==> src/rtl/pcm_port_pkg.sv <==
package pcm_port_pkg;

  // Number of bits in one word for the selected format.
  function automatic logic [4:0] word_bits(input logic byte_mode);
    return byte_mode ? 5'd8 : 5'd16;
  endfunction

  // Place the word to be sent at the top of the shifter (MSB out first).
  function automatic logic [15:0] tx_align(input logic [15:0] w, input logic byte_mode);
    return byte_mode ? {w[7:0], 8'h00} : w;
  endfunction

  // Right-align a received word; bytes are zero-extended.
  function automatic logic [15:0] rx_trim(input logic [15:0] s, input logic byte_mode);
    return byte_mode ? {8'h00, s[7:0]} : s;
  endfunction

endpackage

==> src/rtl/pcm_clkgen.sv <==
module pcm_clkgen #(
  parameter int DIV_LIN = 150,
  parameter int DIV_MU  = 300
) (
  input  logic clk,
  input  logic rst_n,
  input  logic enable,
  input  logic byte_mode,
  input  logic short_sync,
  output logic bclk_q,
  output logic fsync_q,
  output logic rise,
  output logic fsync_next
);
  import pcm_port_pkg::*;

  localparam int DIV_MAX = (DIV_MU > DIV_LIN) ? DIV_MU : DIV_LIN;
  localparam int CW      = $clog2(DIV_MAX + 1);

  logic [CW-1:0] divc, div_n, half;
  logic [3:0]    fcnt, fcnt_next;
  logic [4:0]    wbits;

  always_comb begin
    div_n      = byte_mode ? CW'(DIV_MU) : CW'(DIV_LIN);
    half       = div_n >> 1;
    wbits      = word_bits(byte_mode);
    rise       = enable && (divc == div_n - 1'b1);
    fcnt_next  = ({1'b0, fcnt} >= wbits - 5'd1) ? 4'd0 : fcnt + 4'd1;
    fsync_next = short_sync ? ({1'b0, fcnt_next} == wbits - 5'd1)
                            : ({1'b0, fcnt_next} < (wbits >> 1));
  end

  always_ff @(posedge clk or negedge rst_n) begin
    if (!rst_n) begin
      divc    <= '0;
      bclk_q  <= 1'b0;
      fcnt    <= 4'd15;
      fsync_q <= 1'b0;
    end else if (!enable) begin
      divc    <= '0;
      bclk_q  <= 1'b0;
      fcnt    <= 4'd15;
      fsync_q <= 1'b0;
    end else begin
      divc <= rise ? '0 : divc + 1'b1;
      if (rise) begin
        bclk_q  <= 1'b1;
        fcnt    <= fcnt_next;
        fsync_q <= fsync_next;
      end else if (divc == half - 1'b1) begin
        bclk_q  <= 1'b0;
      end
    end
  end

  // every divider wrap is a bit-clock rising edge on the pin
  assert_bclk_rise_R1: assert property (@(posedge clk) disable iff (!rst_n)
    rise |=> bclk_q);

endmodule

==> src/rtl/pcm_edge_sync.sv <==
module pcm_edge_sync #(
  parameter int N      = 4,
  parameter int STAGES = 2
) (
  input  logic         clk,
  input  logic         rst_n,
  input  logic [N-1:0] din,
  output logic [N-2:0] rest,
  output logic         rise0
);
  logic [N-1:0] chain [STAGES];
  logic         last0;

  always_ff @(posedge clk or negedge rst_n) begin
    if (!rst_n) begin
      for (int s = 0; s < STAGES; s++) chain[s] <= '0;
      last0 <= 1'b0;
    end else begin
      chain[0] <= din;
      for (int s = 1; s < STAGES; s++) chain[s] <= chain[s-1];
      last0 <= chain[STAGES-1][0];
    end
  end

  assign rest  = chain[STAGES-1][N-1:1];
  assign rise0 = chain[STAGES-1][0] & ~last0;

endmodule

==> src/rtl/pcm_sync_watch.sv <==
module pcm_sync_watch #(
  parameter int TIMEOUT = 4800
) (
  input  logic clk,
  input  logic rst_n,
  input  logic sync_lvl,
  output logic sync_edge,
  output logic pd_req
);
  localparam int CW = $clog2(TIMEOUT + 1);

  logic          prev;
  logic [CW-1:0] cnt;

  assign sync_edge = sync_lvl ^ prev;
  assign pd_req    = (cnt == CW'(TIMEOUT));

  always_ff @(posedge clk or negedge rst_n) begin
    if (!rst_n) begin
      prev <= 1'b0;
      cnt  <= '0;
    end else begin
      prev <= sync_lvl;
      if (sync_edge)    cnt <= '0;
      else if (!pd_req) cnt <= cnt + 1'b1;
    end
  end

  // an edge always withdraws the request
  assert_pd_clear_R9: assert property (@(posedge clk) disable iff (!rst_n)
    sync_edge |=> !pd_req);
  // the request is held while the sync stays still
  assert_pd_hold_R9: assert property (@(posedge clk) disable iff (!rst_n)
    (pd_req && !sync_edge) |=> pd_req);

endmodule

==> src/rtl/pcm_lane.sv <==
module pcm_lane (
  input  logic        clk,
  input  logic        rst_n,
  input  logic        load,
  input  logic        adv,
  input  logic        cap,
  input  logic        cap_last,
  input  logic        byte_mode,
  input  logic [15:0] tx_word,
  input  logic        sdi,
  output logic        sdo,
  output logic [15:0] rx_word,
  output logic        rx_stb
);
  import pcm_port_pkg::*;

  logic [15:0] txsh, rxsh;

  assign sdo = txsh[15];

  always_ff @(posedge clk or negedge rst_n) begin
    if (!rst_n) begin
      txsh    <= '0;
      rxsh    <= '0;
      rx_word <= '0;
      rx_stb  <= 1'b0;
    end else begin
      if (load)     txsh <= tx_align(tx_word, byte_mode);
      else if (adv) txsh <= {txsh[14:0], 1'b0};
      if (cap)      rxsh <= {rxsh[14:0], sdi};
      rx_stb <= cap_last;
      if (cap_last) rx_word <= rx_trim({rxsh[14:0], sdi}, byte_mode);
    end
  end

  // the first bit on the pin is the word's top bit
  assert_load_msb_R4: assert property (@(posedge clk) disable iff (!rst_n)
    load |=> (sdo == $past(byte_mode ? tx_word[7] : tx_word[15])));

endmodule

==> src/rtl/pcm_voice_port.sv <==
module pcm_voice_port #(
  parameter int DIV_LIN      = 150,
  parameter int DIV_MU       = 300,
  parameter int SYNC_TIMEOUT = 4800,
  parameter int SYNC_STAGES  = 2
) (
  input  logic        clk,
  input  logic        rst_n,
  input  logic        clk_sel,
  input  logic        fmt_sel,
  input  logic        sync_sel,
  input  logic        bclk_i,
  input  logic        fsync_i,
  output logic        bclk_o,
  output logic        fsync_o,
  output logic        clk_drive,
  input  logic        sdi_a,
  input  logic        sdi_b,
  output logic        sdo_a,
  output logic        sdo_b,
  output logic        sdo_en,
  input  logic [15:0] tx_a,
  input  logic [15:0] tx_b,
  output logic [15:0] rx_a,
  output logic [15:0] rx_b,
  output logic        rx_valid,
  output logic        pd_req
);
  import pcm_port_pkg::*;

  localparam int LANES = 2;
  localparam int SN    = 2 + LANES;

  logic             master, m_rise, m_fsync_next, m_fsync_q;
  logic             s_rise, bit_rise, sync_at, sync_lvl, sync_edge;
  logic [SN-2:0]    s_rest;
  logic [LANES-1:0] din_v, sdo_v, stb_v;
  logic [15:0]      tx_v [LANES];
  logic [15:0]      rx_v [LANES];
  logic [1:0]       hist;
  logic             start, in_slot, cap, cap_last, adv;
  logic [3:0]       bitidx;
  logic [4:0]       wbits;

  assign master = !clk_sel;

  pcm_clkgen #(.DIV_LIN(DIV_LIN), .DIV_MU(DIV_MU)) u_clkgen (
    .clk(clk), .rst_n(rst_n), .enable(master), .byte_mode(fmt_sel),
    .short_sync(sync_sel), .bclk_q(bclk_o), .fsync_q(m_fsync_q),
    .rise(m_rise), .fsync_next(m_fsync_next)
  );

  pcm_edge_sync #(.N(SN), .STAGES(SYNC_STAGES)) u_edge (
    .clk(clk), .rst_n(rst_n), .din({sdi_b, sdi_a, fsync_i, bclk_i}),
    .rest(s_rest), .rise0(s_rise)
  );

  pcm_sync_watch #(.TIMEOUT(SYNC_TIMEOUT)) u_watch (
    .clk(clk), .rst_n(rst_n), .sync_lvl(sync_lvl),
    .sync_edge(sync_edge), .pd_req(pd_req)
  );

  assign fsync_o   = m_fsync_q;
  assign clk_drive = master;
  assign bit_rise  = master ? m_rise : s_rise;
  assign sync_at   = master ? m_fsync_next : s_rest[0];
  assign sync_lvl  = master ? m_fsync_q : s_rest[0];
  assign din_v     = master ? {sdi_b, sdi_a} : s_rest[SN-2:1];
  assign wbits     = word_bits(fmt_sel);

  // Word start: normal = sync seen rising at this rise;
  // short = the previous rise saw the one-bit pulse.
  assign start    = bit_rise && (sync_sel ? (hist[0] && !hist[1]) : (sync_at && !hist[0]));
  assign cap      = bit_rise && in_slot;
  assign cap_last = cap && ({1'b0, bitidx} == wbits - 5'd1);
  assign adv      = cap && !start && !cap_last;

  always_ff @(posedge clk or negedge rst_n) begin
    if (!rst_n) begin
      hist    <= 2'b00;
      in_slot <= 1'b0;
      bitidx  <= 4'd0;
    end else begin
      if (bit_rise) hist <= {hist[0], sync_at};
      if (start) begin
        in_slot <= 1'b1;
        bitidx  <= 4'd0;
      end else if (cap_last) begin
        in_slot <= 1'b0;
      end else if (cap) begin
        bitidx  <= bitidx + 4'd1;
      end
    end
  end

  assign tx_v[0] = tx_a;
  assign tx_v[1] = tx_b;

  generate
    for (genvar g = 0; g < LANES; g++) begin : g_lane
      pcm_lane u_lane (
        .clk(clk), .rst_n(rst_n), .load(start), .adv(adv), .cap(cap),
        .cap_last(cap_last), .byte_mode(fmt_sel), .tx_word(tx_v[g]),
        .sdi(din_v[g]), .sdo(sdo_v[g]), .rx_word(rx_v[g]), .rx_stb(stb_v[g])
      );
    end
  endgenerate

  assign sdo_a    = sdo_v[0];
  assign sdo_b    = sdo_v[1];
  assign rx_a     = rx_v[0];
  assign rx_b     = rx_v[1];
  assign rx_valid = &stb_v;
  assign sdo_en   = in_slot;

  // a detected start drives the slot from the next cycle
  assert_start_en_R5: assert property (@(posedge clk) disable iff (!rst_n)
    start |=> sdo_en);
  // outputs are released after the last bit unless a new word starts
  assert_slot_end_R8: assert property (@(posedge clk) disable iff (!rst_n)
    (cap_last && !start) |=> !sdo_en);
  // a received word is announced for a single cycle
  assert_rx_single_R7: assert property (@(posedge clk) disable iff (!rst_n)
    rx_valid |=> !rx_valid);

endmodule

==> config.mk <==
export PLATFORM = sky130hd
export DESIGN_NAME = pcm_voice_port
export DESIGN_NICKNAME = d
export VERILOG_FILES = /design/src/rtl/pcm_port_pkg.sv /design/src/rtl/pcm_clkgen.sv /design/src/rtl/pcm_edge_sync.sv /design/src/rtl/pcm_sync_watch.sv /design/src/rtl/pcm_lane.sv /design/src/rtl/pcm_voice_port.sv
export SDC_FILE = /design/constraint.sdc
export NUM_CORES = 1
export LEC_CHECK = 0
export ABC_AREA = 1
export BUFFER_PORTS_ARGS = -buffer_cell sky130_fd_sc_hd__buf_2
export CAP_MARGIN = 25
export CORE_MARGIN = 8
export CORE_UTILIZATION = 58
export CTS_CLUSTER_DIAMETER = 30
export CTS_CLUSTER_SIZE = 30
export DETAILED_ROUTE_END_ITERATION = 8
export PLACE_DENSITY = 0.91
export SLEW_MARGIN = 15
export SYNTH_ARGS = -nofsm -noshare
export SYNTH_HDL_FRONTEND = slang
export SYNTH_SLANG_ARGS = --single-unit
==> constraint.sdc <==
create_clock -name clk -period 3.6 [get_ports clk]
set_clock_uncertainty 0.2 [all_clocks]
set_input_delay 0.36 -clock clk [delete_from_list [all_inputs] [get_ports clk]]
set_output_delay 0.36 -clock clk [all_outputs]
set_load 0.05 [all_outputs]
==> run metrics, run 1 <==
synthesized flop and latch total 140; DP HPWL 9741 µm; # rows 38; number of max-cap violations 0; total negative setup slack 0 ps; Fmax 309.8 MHz; worst min path class input port to flip-flop; CTS root buf clkbuf_8; Overall Global Routing Usage 22.05%; placed inst area 6954 µm²; clk sinks 140; most common cell after layout, fill and taps aside nand2_1; Synth Cell Area 6464 µm²; post-CTS sizing 0; Synth Area in Compound Gates 8.401%; RD Place Congestion 0.9003; CTS buffer count 17; vias in the first global route 5454; CTS tree built; Die ar. 14780 µm²; CP max FO 19; Fin. Hold Viols 0; # setup viols final 0; initial antenna violation count 0; worst endpoint data arrival time 3500 ps; Net Count, Synth 831; Syn. warnings 0; Fillers 782; worst reg2reg path depth 18; Via density 5.346; worst hold slack 44.53 ps; outcome finished clean; clock slew at reported path FFs 70 ps; Synth top area share 52.65%; DRC 0; share of cells above drive strength 1 15.93%; final cycle utilization of the critical path 89.67%; largest family of logic cells by synthesized area simple AND/OR/NAND/NOR gates; CTS max path bufs 2; Yosys top cell by area dfrtp_1; CP Class flip-flop to flip-flop; Post-Synth Adder-Cell Area 1.355%; Yosys cell types 39; startpoint types flip-flop; IO buf count 80; XOR/XNOR Fraction of Synth Area 1.084%; largest net degree at the start of global routing 91; H-tree levels 4; Synth Area in Simple Gates 27.37%; die width 121.6 µm; Core Region 10840 µm²; design area 7845 µm²; Design Power 0.004327 W; commonest non-fill, non-tap cells in the layout 251 x nand2_1, 136 x dfrtp_1, 85 x nand3_1; mux contribution to synthesized area 0.1549%; Slew Limit Fails 0; worst-margin pin slew 702.3 ps; top-level I/O count 81; antenna-violating nets left 0; CP Capture Type flip-flop; Max-slew headroom 53.12%; Via Count 5581; depth of the worst hold-timing path 5; NumNets Final 939; clk_lat worst skew 530 ps; sequential area share after synthesis 54.28%; WL final 15310 µm; PwrDens 551.5 nW/µm²; worst vdd ir 0.0003652 V; Final Critical Period 3228 ps; drt first pass iters 5; initial DRC count 516; Leakage Power 4.096 nW; largest cells by area after synthesis dfrtp_1 53%, nand2_1 15%, nand3_1 6.6%, o21ai_0 4.8%, inv_1 4.2%; starting density of the core 59.63%; unrepaired setup endpoints after global routing no; die height 121.6 µm; ANT cells 0; Mapped Cells 783; post-DR wirelength/cell 14.67 µm; Mapped Avg Cell Area 8.255 µm²; CP Data Required Time 3870 ps; global route overflow 0; first-pass GRT wire length 26010 µm; Area Growth Syn to Fin 21.37%
[area by class of cell]
cell class	count	area, µm²	area share, %
clock buffer	19	441.7	5.630
clock inverter	13	128.9	1.643
inverter	75	281.5	3.589
multi-input combinational	534	2480	31.61
sequential	140	3508	44.72
tap	140	175.2	2.233
timing repair buffer	123	829.5	10.57
[flip-flops by register name (all words and copies together), names as in the netlist, 2 cells and up]
signal	cells
g_lane.u_lane.rx_word	32
g_lane.u_lane.txsh	32
g_lane.u_lane.rxsh	30
u_watch.cnt	13
u_clkgen.divc	9
u_edge.chain	5
bitidx	4
u_clkgen.fcnt	4
u_edge.rest	3
hist	2
[logic make-up (layout without fill, tap and decap cells)]
logic type / count (synthesis) / in the layout
buffers and inverters: 109 / 230
multiplexers: 1 / 1
adder cells (fa/ha/maj): 7 / 7
AND/OR/NAND/NOR: 416 / 416
flip-flops: 140 / 140
XOR/XNOR: 8 / 8
AO/OA/AOI/OAI: 102 / 102
[routing by layer]
metal	vias to the layer above	GRT usage, %	wire length (µm)
met4	0	7.633	269
met2	201	35.38	7367
li1	2730	-	-
met1	2616	27.98	6512
met3	34	6.617	1164
met5	-	0	0
[through the flow]
step / setup slack (ps) / util [%] / instances
5_1_grt: 61.96 / 72.37 / 1044
3_5_place_dp: 457.8 / 64.15 / 980
3_3_place_gp: 571.1 / 63.90 / 979
4_1_cts: 413.9 / 72.37 / 1044
2_1_floorplan: 723.5 / - / 783
6_report: 371.9 / 72.37 / 1044
[worst paths after layout]
path	slack [ps]	end	from
max	370	g_lane[0].u_lane.txsh[3]	u_clkgen.fcnt[0]
min	40	g_lane[0].u_lane.txsh[3]	tx_a[3]
max reg2reg	370	g_lane[0].u_lane.txsh[3]	u_clkgen.fcnt[0]
min reg2reg	150	u_edge.rest[1]	u_edge.chain[6]
max in group asynchronous	2110	g_lane[1].u_lane.rxsh[8]	rst_n
min in group asynchronous	120	u_watch.cnt[3]	rst_n
[power by group]
group          leakage [nW]  internal (W)  switching [W]
registers              1.86       0.00182       0.000144
logic                  1.96      0.000256       0.000430
clock network         0.277      0.000968       0.000706
[what timing repair did]
item,CTS,global route
hold buffers,32,0
buffers inserted,0,0
hold endpoints to repair,152,0
[synth_stat cells]
cell / number
a2111oi_0: 1
a211oi_1: 1
a21oi_1: 18
a31o_2: 1
a31oi_1: 1
and2_1: 1
and3_1: 1
buf_2: 11
buf_4: 4
buf_6: 5
clkbuf_1: 14
dfrtp_1: 136
dfstp_2: 4
ha_1: 7
inv_1: 72
inv_2: 3
mux2i_1: 1
nand2_1: 251
nand2_2: 3
nand2_4: 2
nand3_1: 85
nand3_2: 3
nand3b_1: 1
nand4_1: 4
nor2_1: 48
nor2_4: 1
nor3_1: 9
nor3_2: 1
nor3b_1: 1
nor4_1: 3
o211a_1: 1
o211ai_1: 3
o21a_1: 1
o21ai_0: 62
o21ai_1: 12
o221a_2: 1
or2_2: 2
xnor2_1: 5
xor2_1: 3
[critical path, cell delays in order (launching register included)]
cell and delay, ps:
dfstp_2 570, ha_1 210, nand2_1 70, nand2_1 60, nand2_1 70, nand2_1 70
inv_1 50, nand2_1 80, inv_1 50, ha_1 300, a211oi_1 250, nand2_1 100
nand3_1 110, nand3_1 80, nand2_1 90, nand2_2 210, nand2_2 380, nand3_1 140
nand2_1 90
Power figures use the tool's default switching activity.
==> run 2, diff against run 1 <==
CORE_UTILIZATION = 52   (was 58)
PLACE_DENSITY = 0.87   (was 0.91)
clock period = 2.85 ns   (was 3.6 ns; I/O delays follow)
==> run metrics, run 2 (synthesis gave the netlist of run 1 again) <==
die width 127.5 µm; RD Place Congestion 0.8467; sum of buffers and inverters on the critical path 3; Via density 5.211; CTS root buf clkbuf_16; CP max FO 8; Largest regs g_lane.u_lane.rx_word x32, g_lane.u_lane.txsh x32, g_lane.u_lane.rxsh x30; die height 127.5 µm; commonest non-fill, non-tap cells in the layout 249 x nand2_1, 136 x dfrtp_1, 83 x nand3_1; most common cell after layout, fill and taps aside nand2_1; CP Launch Point u_clkgen.fcnt[1]; # setup viols final 0; CTS max path bufs 2; Die ar. 16250 µm²; Slew Limit Fails 0; worst reg2reg path depth 20; drt first pass iters 5; largest net degree at the start of global routing 67; clock slew at reported path FFs 60 ps; crit-path cells ha_4, nand2_1, nand2_1, nand2_1, nand2_1, inv_2, nand2_2, inv_2, ha_4, a211oi_2, nand2_1, nand3_2, nand3_2, nand2_4, nand2_8, buf_8, nand2_1, nand2_1, nand2_1, nand2_1; Via Count 5612; Critical Path Sink g_lane[1].u_lane.txsh[7]; initial DRC count 496; top-level I/O count 81; worst stage delay on the critical path 580 ps; Area Growth Syn to Fin 24.87%; WL final 15300 µm; CP Class flip-flop to flip-flop; Leakage Power 4.170 nW; # rows 40; post-DR wirelength/cell 14.21 µm; FF-to-FF Start u_clkgen.fcnt[1]; cell count along the critical path 20; Finished Layout Cells 1077; antenna-violating nets left 0; NumNets Final 944; share of cells above drive strength 1 18.70%; initial antenna violation count 0; Max-slew headroom 53.42%; total negative setup slack 0 ps; first-pass GRT wire length 25760 µm; IO buf count 80; Core Region 12060 µm²; worst r2r dst g_lane[1].u_lane.txsh[7]; number of max-cap violations 0; DRC 0; CP Data Required Time 2950 ps; Inst Count DP 1019; Design Power 0.005700 W; worst vdd ir 0.0005050 V; Final Critical Period 2751 ps; PwrDens 706.2 nW/µm²; global route overflow 0; worst endpoint data arrival time 2850 ps; startpoint types flip-flop; Fmax 363.5 MHz; ANT cells 0; clk_lat worst skew 420 ps; Fin. Hold Viols 0; H-tree levels 4; worst-margin pin slew 697.7 ps; cell mode on critical path nand2_1; starting density of the core 53.59%; DP HPWL 9964 µm; top cell family by delay on the critical path simple AND/OR/NAND/NOR gates; worst min path class input port to flip-flop; Overall Global Routing Usage 19.43%; CTS buffer count 17; clk sinks 140; flop-to-flop setup slack 100 ps; vias in the first global route 5598; final cycle utilization of the critical path 96.52%; CP Capture Type flip-flop; outcome finished clean; CTS tree built; Worst path slowest cell dfstp_2
## run 2: what timing repair did
action,4_1_cts,5_1_grt
hold endpoints to repair,78,0
buffers inserted,1,3
resized for setup,6,16
gates cloned,1,1
pin swaps,2,6
setup endpoints to repair,34,36
hold buffers,20,0
## run 2: worst register-to-register path, delay by kind of cell (launching register included)
kind	cells	cell delay, ps
simple gates	14	1100
buf+inv	3	230
flops	1	580
fa+ha+maj	2	360
compound gates	1	180
## run 2: metrics by stage
| stage | hold WS, ps | cell area (µm²) | util [%] | setup WS (ps) |
|---|---|---|---|---|
| global route | 30.14 | 8071 | 66.92 | -42.80 |
| CTS | 4.658 | 7960 | 66.00 | 22.97 |
| finish | 9.621 | 8071 | 66.92 | 99.22 |
| detailed placement | 109.6 | 7079 | 58.69 | -142.4 |
| global placement | 114.4 | 7079 | 58.69 | -15.68 |
| floorplan | -210.6 | 6466 | - | 24.10 |
## run 2: power breakdown
part	switching (W)	total, W	internal, W
combinational	0.000560	0.000893	0.000334
clock	0.000830	0.00232	0.00149
sequential	0.000180	0.00248	0.00230
## run 2: area by class of cell
cell class                 count  area (µm²)
tap                          168       210.2
sequential                   140        3508
timing repair buffer         127       870.8
clock inverter                 9       133.9
inverter                      75       284.0
fill                         881        3990
clock buffer                  23       498.0
multi-input combinational    535        2566
## run 2: how the worst min path moves through the flow
stage / startpoint / to / slack (ps) / depth (start not counted)
2_1_floorplan: rst_n / bitidx[0] / -210 / 0
3_3_place_gp: rst_n / u_watch.cnt[0] / 110 / 1
3_5_place_dp: rst_n / u_watch.cnt[1] / 110 / 1
4_1_cts: tx_b[14] / g_lane[1].u_lane.txsh[14] / 5 / 5
5_1_grt: tx_a[2] / g_lane[0].u_lane.txsh[10] / 30 / 5
6_report: tx_b[14] / g_lane[1].u_lane.txsh[14] / 10 / 5
## run 2: layer usage
layer	global-route usage [%]	vias to the layer above	part of all wire [%]
met5	0	-	0
met4	6.998	0	1.8
met3	6.240	33	8.3
met2	31.31	229	47
met1	24.01	2614	43
li1	-	2736	-
